$ cat src/rtl/dbell_pkg.sv
package dbell_pkg;
  localparam int DB_DATA_W    = 32;
  localparam int DB_CID_W     = 2;
  localparam int DB_NUM_CORES = 3;
  localparam int DB_TOP_BIT   = 20;
  localparam int DB_SPR_W     = 10;
  localparam int DB_REG_NUM   = 947;
endpackage

$ cat src/rtl/dbell_decode.sv
module dbell_decode #(
  parameter int CID_W     = 2,
  parameter int NUM_CORES = 3
) (
  input  logic [NUM_CORES-1:0] field,
  input  logic [CID_W-1:0]     core_id,
  output logic [NUM_CORES-1:0] self_bit,
  output logic [NUM_CORES-1:0] targets
);
  // field[NUM_CORES-1] is the highest target bit and belongs to core 0
  function automatic logic is_self(input logic [CID_W-1:0] id, input int core);
    return id == CID_W'(core);
  endfunction

  for (genvar g = 0; g < NUM_CORES; g++) begin : g_core
    assign self_bit[g] = is_self(core_id, g);
    assign targets[g]  = field[NUM_CORES-1-g] & ~self_bit[g];
  end
endmodule

$ cat src/rtl/dbell_store.sv
module dbell_store #(
  parameter int DATA_W = 32
) (
  input  logic              clk,
  input  logic              rst_n,
  input  logic              load,
  input  logic [DATA_W-1:0] din,
  output logic [DATA_W-1:0] q
);
  always_ff @(posedge clk or negedge rst_n) begin
    if (!rst_n)    q <= '0;
    else if (load) q <= din;
  end
endmodule

$ cat src/rtl/dbell_pulse.sv
module dbell_pulse #(
  parameter int NUM_CORES = 3
) (
  input  logic                 clk,
  input  logic                 rst_n,
  input  logic                 fire,
  input  logic [NUM_CORES-1:0] targets,
  output logic [NUM_CORES-1:0] req
);
  always_ff @(posedge clk or negedge rst_n) begin
    if (!rst_n)    req <= '0;
    else if (fire) req <= targets;
    else           req <= '0;
  end
endmodule

$ cat src/rtl/xcore_doorbell.sv
module xcore_doorbell
  import dbell_pkg::*;
#(
  parameter int DATA_W    = DB_DATA_W,
  parameter int CID_W     = DB_CID_W,
  parameter int NUM_CORES = DB_NUM_CORES,
  parameter int TOP_BIT   = DB_TOP_BIT,
  parameter int SPR_W     = DB_SPR_W,
  parameter int REG_NUM   = DB_REG_NUM
) (
  input  logic                 clk,
  input  logic                 rst_n,
  input  logic [SPR_W-1:0]     acc_num,
  input  logic                 wr_en,
  input  logic [DATA_W-1:0]    wr_data,
  input  logic [CID_W-1:0]     wr_core,
  output logic [DATA_W-1:0]    rd_data,
  output logic [NUM_CORES-1:0] ipi_req
);
  localparam int LOW_BIT = TOP_BIT - NUM_CORES + 1;

  logic                 num_hit;
  logic                 wr_hit;
  logic [NUM_CORES-1:0] tgt_field;
  logic [NUM_CORES-1:0] self_bit;
  logic [NUM_CORES-1:0] tgt_dec;
  logic [DATA_W-1:0]    reg_q;

  assign num_hit   = acc_num == SPR_W'(REG_NUM);
  assign wr_hit    = wr_en & num_hit;
  assign tgt_field = wr_data[TOP_BIT:LOW_BIT];

  dbell_decode #(.CID_W(CID_W), .NUM_CORES(NUM_CORES)) u_dec (
    .field(tgt_field), .core_id(wr_core), .self_bit(self_bit), .targets(tgt_dec)
  );

  dbell_store #(.DATA_W(DATA_W)) u_store (
    .clk(clk), .rst_n(rst_n), .load(wr_hit), .din(wr_data), .q(reg_q)
  );

  dbell_pulse #(.NUM_CORES(NUM_CORES)) u_pulse (
    .clk(clk), .rst_n(rst_n), .fire(wr_hit), .targets(tgt_dec), .req(ipi_req)
  );

  assign rd_data = num_hit ? reg_q : '0;
endmodule

$ cat config.mk
export PLATFORM = sky130hd
export DESIGN_NAME = xcore_doorbell
export DESIGN_NICKNAME = d
export VERILOG_FILES = /design/src/rtl/dbell_pkg.sv /design/src/rtl/dbell_decode.sv /design/src/rtl/dbell_store.sv /design/src/rtl/dbell_pulse.sv /design/src/rtl/xcore_doorbell.sv
export SDC_FILE = /design/constraint.sdc
export NUM_CORES = 1
export LEC_CHECK = 0
export ABC_AREA = 1
export BUFFER_PORTS_ARGS = -buffer_cell sky130_fd_sc_hd__clkbuf_2
export CORE_MARGIN = 2
export CORE_UTILIZATION = 51
export DETAILED_ROUTE_END_ITERATION = 8
export GPL_ROUTABILITY_DRIVEN = 0
export PLACE_DENSITY_LB_ADDON = 0.05
export SYNTH_ARGS = -nofsm -noshare
export SYNTH_HDL_FRONTEND = slang
export SYNTH_HIERARCHICAL = 1
export SYNTH_SLANG_ARGS = --single-unit
$ cat constraint.sdc
create_clock -name clk -period 2 [get_ports clk]
set_input_delay 0.2 -clock clk [delete_from_list [all_inputs] [get_ports clk]]
set_output_delay 0.2 -clock clk [all_outputs]
set_load 0.005 [all_outputs]
==> results of run 1 <==
-- cells in the final DEF (no fill, tap or decap), drive strengths merged --
cell	n
a21oi	2
buf	3
clkbuf	89
dfrtp	35
dlygate4sd3	1
inv	46
nand2	104
nand3	1
nor2	37
-- critical path: cells and delay by family --
kind                   cells  cell delay, ns
buffers and inverters      4            0.70
AND/OR/NAND/NOR            4            0.24
-- state kept, by name (all words and copies together), names as in the netlist --
register	count
u_pulse/req	3
u_store/q	32
-- path summary, 6_finish.rpt --
path	end	cells past startpoint	start	slack, ns
max reg2reg	u_store/q[19]$_DFFE_PN0P_	2	u_store/q[19]$_DFFE_PN0P_	1.37
min reg2reg	u_store/q[27]$_DFFE_PN0P_	2	u_store/q[27]$_DFFE_PN0P_	0.48
min	u_store/q[25]$_DFFE_PN0P_	3	wr_data[25]	0.05
max in group asynchronous	u_store/q[26]$_DFFE_PN0P_	3	rst_n	1.27
min in group asynchronous	u_store/q[5]$_DFFE_PN0P_	3	rst_n	0.42
max	rd_data[31]	8	acc_num[6]	0.64
-- final cells by class --
cell class / count / area (sq um)
clock buffers: 8 / 68.8
repair buffers: 85 / 450
fillers: 332 / 1120
multi-input cells: 144 / 667
well taps: 46 / 57.6
inverters: 46 / 180
flip-flops and latches: 35 / 876
-- per-layer routing --
metal | GRT usage, % | vias up
met1 | 23.1 | 676
met4 | 6.38 | 0
met2 | 34.6 | 44
met3 | 6.87 | 5
met5 | 0 | -
li1 | - | 822
-- repair_timing --
item                                   in CTS  in global routing
hold buffers                                1                  0
setup buffers                               0                  0
endpoints found under the hold margin      35                  0
resized for setup                           0                  0
-- power groups by stage --
stage / Sequential [W] / Combinational [W] / Clock (W)
after detailed placement: 0.000736 / 0.0000863 / 0
final: 0.000722 / 0.0000856 / 0.000434
after global placement: 0.000735 / 0.0000851 / 0
after CTS: 0.000722 / 0.0000884 / 0.000450
after floorplan: 0.000735 / 0.0000225 / 0
after global routing: 0.000724 / 0.000100 / 0.000485
-- metrics by stage --
step           hold WS, ns  power [W]  instances
3_3_place_gp         0.263   0.000820        355
5_1_grt             0.0293    0.00131        364
2_1_floorplan      -0.0956   0.000758        235
4_1_cts             0.0338    0.00126        364
3_5_place_dp         0.270   0.000822        355
6_report            0.0517    0.00124        364
==> reports/metrics.cfg, run 1 <==
[setup_path]
cp_data_required_time_ns = 1.80
crit_path_top_delay_cell = buf_4
path_max_fanout = 32
end_kind = output port
cpPeakStageDelay_ns = 0.47
startpoint_type = input pin
path_class = in -> out
path_cells = clkbuf_2 -> inv_1 -> nand2_1 -> nor2_1 -> nand3_2 -> buf_4 -> nor2_1 -> clkbuf_2
arrival_ns = 1.16

[routing]
top_layer_used = met4
drt_first_iter_violations = 54
finalWirelength_mm = 3.60
firstDrtPassIters = 4
drc = 0
ant_nets = 0
routed-via-count = 1547
dr_wl_met3_microns = 244
vias_per_cell = 4.25
post_drt_wl_per_cell_microns = 9.90
wl_met1_mm = 1.54
wl_met2_mm = 1.77

[grt]
grt_overflow = 0
grt_max_degree = 37
grt_pass1_vias = 1459
grt_use_total_pct = 20.0
grt_antenna_before_repair = 0
grt_pass1_wl_mm = 6.27

[sta]
max-slew-margin-rel_pct = 63.1
clock_skew_ns = 0
fin_crit_sh_pct = 68.0
setup_tns_ns = 0
finalHoldViolCount = 0
worstMarginPinSlew_ns = 0.554
setup_viol = 0
worst_slack_ns = 0.640
fmax_ghz = 0.736
fin_crit_ns = 1.36
drv_slew = 0
rsz0062_at_grt = false

[cells_and_area]
num-nets-final = 364
fin_util_pct = 67.3
syn2layout_area_growth_pct = 24.4
drive_above_1_share_pct = 42.1
final_area_sq_um = 2300
antennaDiodeCount = 0

[status]
status = finished, final reports clean

[placed_design]
dp_hpwl_mm = 2.53
portBuffers = 81
placed_cell_area_sq_um = 2220
dp_slack_ns = 0.634

[pwr]
ir_drop_uv = 327
power.share.combinational_pct = 6.9
p_int_w = 0.000967
clockPowerShare_pct = 34.9
p_per_area_nw_per_um2 = 540
p_sw_w = 0.000274
seqPwrFrac_pct = 58.2
switching_share_pct = 22.1
leakage_nw = 1.31

[clock_network]
clock_latency_ns = 0.33
cts-buffers-inserted = 5
cts.path.max_buffers = 2
clkSlewWorstSetupHoldPaths_ns = 0.10
cts_root_buffer = clkbuf_4
cts.sinks = 35
cts_tree = built
htreeDepth = 2

[floorplan]
die_h_microns = 64.2
num_rows = 21
core_sq_um = 3420
fp.dieW_microns = 64.2
die_area_sq_um = 4120
initial_utilization_pct = 54.1
io_pins = 82

[flow_run]
cap_violations = 0

[logic_synthesis]
syn-cell-area_sq_um = 1850
syn-mean-instance-area_sq_um = 7.87
synth_nets = 282
yosys_warnings = 6
synth_cells = 235

[worst_hold_path]
hold_class = in -> reg

Note: power is estimated with default switching activity, not from simulation.
==> run 2, diff against run 1 <==
--- a/config.mk
+++ b/config.mk
@@ -8,7 +8,7 @@
 export ABC_AREA = 1
 export BUFFER_PORTS_ARGS = -buffer_cell sky130_fd_sc_hd__clkbuf_2
 export CORE_MARGIN = 2
-export CORE_UTILIZATION = 51
+export CORE_UTILIZATION = 47
 export DETAILED_ROUTE_END_ITERATION = 8
 export GPL_ROUTABILITY_DRIVEN = 0
 export PLACE_DENSITY_LB_ADDON = 0.05
==> constraint.sdc (replaced) <==
create_clock -name clk -period 1.3 [get_ports clk]
set_input_delay 0.13 -clock clk [delete_from_list [all_inputs] [get_ports clk]]
set_output_delay 0.13 -clock clk [all_outputs]
set_load 0.005 [all_outputs]
==> reports/metrics.cfg, run 2 (synthesis results as in run 1) <==
[pwr]
p_total_w = 0.00201
leakage_nw = 1.33
ir_drop_uv = 641
p_per_area_nw_per_um2 = 852

[grt]
grt_pass1_vias = 1450
grt_use_total_pct = 17.8
grt_overflow = 0
grt_max_degree = 36
grt_pass1_wl_mm = 6.02
grt_antenna_before_repair = 0

[cells_and_area]
antennaDiodeCount = 0
fin_util_pct = 63.3
regMostFlops = u_store/q
syn2layout_area_growth_pct = 27.3
drive_above_1_share_pct = 42.6
num-nets-final = 366
final_cell_mix = 94 x nand2_1, 81 x clkbuf_2, 45 x inv_1
largest_reg_flops = 32
reg.largest.list = u_store/q x32, u_pulse/req x3
final_common_cell = nand2_1
final_area_sq_um = 2350

[setup_path]
path_class = in -> out
end_kind = output port
regToRegEndpoint = u_store/q[18]$_DFFE_PN0P_
cp-endpoint = rd_data[28]
cp_data_required_time_ns = 1.17
r2r-start = u_store/q[18]$_DFFE_PN0P_
startpoint = acc_num[6]
startpoint_type = input pin
arrival_ns = 1.00
path_max_fanout = 18
r2r_slack_ns = 0.68
reg2reg_depth = 2

[floorplan]
core_sq_um = 3720
num_rows = 22
io_pins = 82
initial_utilization_pct = 49.8
die_area_sq_um = 4450
fp.dieW_microns = 66.7
die_h_microns = 66.7

[routing]
finalWirelength_mm = 3.44
firstDrtPassIters = 4
ant_nets = 0
vias_per_cell = 4.13
drc = 0
routed-via-count = 1517
drt_first_iter_violations = 76
post_drt_wl_per_cell_microns = 9.38

[clock_network]
clkSlewWorstSetupHoldPaths_ns = 0.06
post_cts_buffers = 0
cts.sinks = 35
htreeDepth = 2
clock_latency_ns = 0.27
cts_tree = built
cts_root_buffer = clkbuf_8
cts-buffers-inserted = 5
cts.path.max_buffers = 2

[worst_hold_path]
min_from = wr_data[5]
hold_class = in -> reg

[sta]
setup_viol = 0
max-slew-margin-rel_pct = 71.3
setup_tns_ns = 0
worst_slack_ns = 0.172
worstMarginPinSlew_ns = 0.431
drv_slew = 0
fin_crit_sh_pct = 86.8
fin_crit_ns = 1.13
rsz0062_at_grt = true
finalHoldViolCount = 0
clock_skew_ns = 0
fmax_ghz = 0.886

[placed_design]
dp_slack_ns = 0.0973
dp_hpwl_mm = 2.57
placed_cell_area_sq_um = 2260
portBuffers = 81

[status]
status = finished, final reports clean

[flow_run]
cap_violations = 0

==> run 2: cell count changes in the layout (fill, tap and decap cells not counted), sizes merged <==
cell    delta
buf        +2
clkinv     +1
clkbuf     -2
==> run 2: worst min-delay path by stage <==
stage | depth (start not counted) | endpoint | slack (ns)
floorplan | 0 | u_pulse/req[0]$_DFF_PN0_ | -0.17
global placement | 2 | u_store/q[21]$_DFFE_PN0P_ | 0.19
detailed placement | 2 | u_store/q[21]$_DFFE_PN0P_ | 0.19
CTS | 3 | u_store/q[24]$_DFFE_PN0P_ | 0.04
global route | 3 | u_store/q[16]$_DFFE_PN0P_ | 0.04
finish | 3 | u_store/q[5]$_DFFE_PN0P_ | 0.05
==> run 2: through the flow <==
| stage | hold slack, ns | instances |
|---|---|---|
| global route | 0.0437 | 367 |
| global placement | 0.188 | 359 |
| floorplan | -0.166 | 235 |
| CTS | 0.0404 | 367 |
| detailed placement | 0.190 | 359 |
| finish | 0.0519 | 367 |
==> run 2: power breakdown <==
| part | internal (W) | switching (W) | leakage (nW) |
|---|---|---|---|
| logic | 0.0000675 | 0.0000660 | 0.792 |
| registers | 0.00110 | 0.00000808 | 0.488 |
| clock network | 0.000415 | 0.000345 | 0.0470 |
| total | 0.00159 | 0.000419 | 1.33 |
==> run 2: critical path, cell delays in order <==
cell	delay, ns
clkbuf_2	0.08
inv_1	0.04
nand2_1	0.04
nor2_1	0.11
nand3_2	0.13
buf_4	0.25
nor2_1	0.11
clkbuf_2	0.12
==> run 2: area by class of cell <==
class / instances / area, sq um
repair buffers: 87 / 478
well taps: 48 / 60.1
inverters: 46 / 180
clock inverters: 1 / 5.00
clock buffers: 6 / 82.6
multi-input cells: 144 / 672
fillers: 371 / 1360
flip-flops and latches: 35 / 876
==> run 2: routing by layer <==
metal / share of wire [%] / track usage, %
met5: 0 / 0
met4: 1.3 / 6.63
met3: 6.2 / 3.72
met2: 49 / 31.0
met1: 44 / 21.4
==> run 2: timing repair <==
item,4_1_cts,5_1_grt
resized for setup,0,0
endpoints found under the hold margin,35,0
endpoints found under the setup margin,0,1
hold buffers,1,0
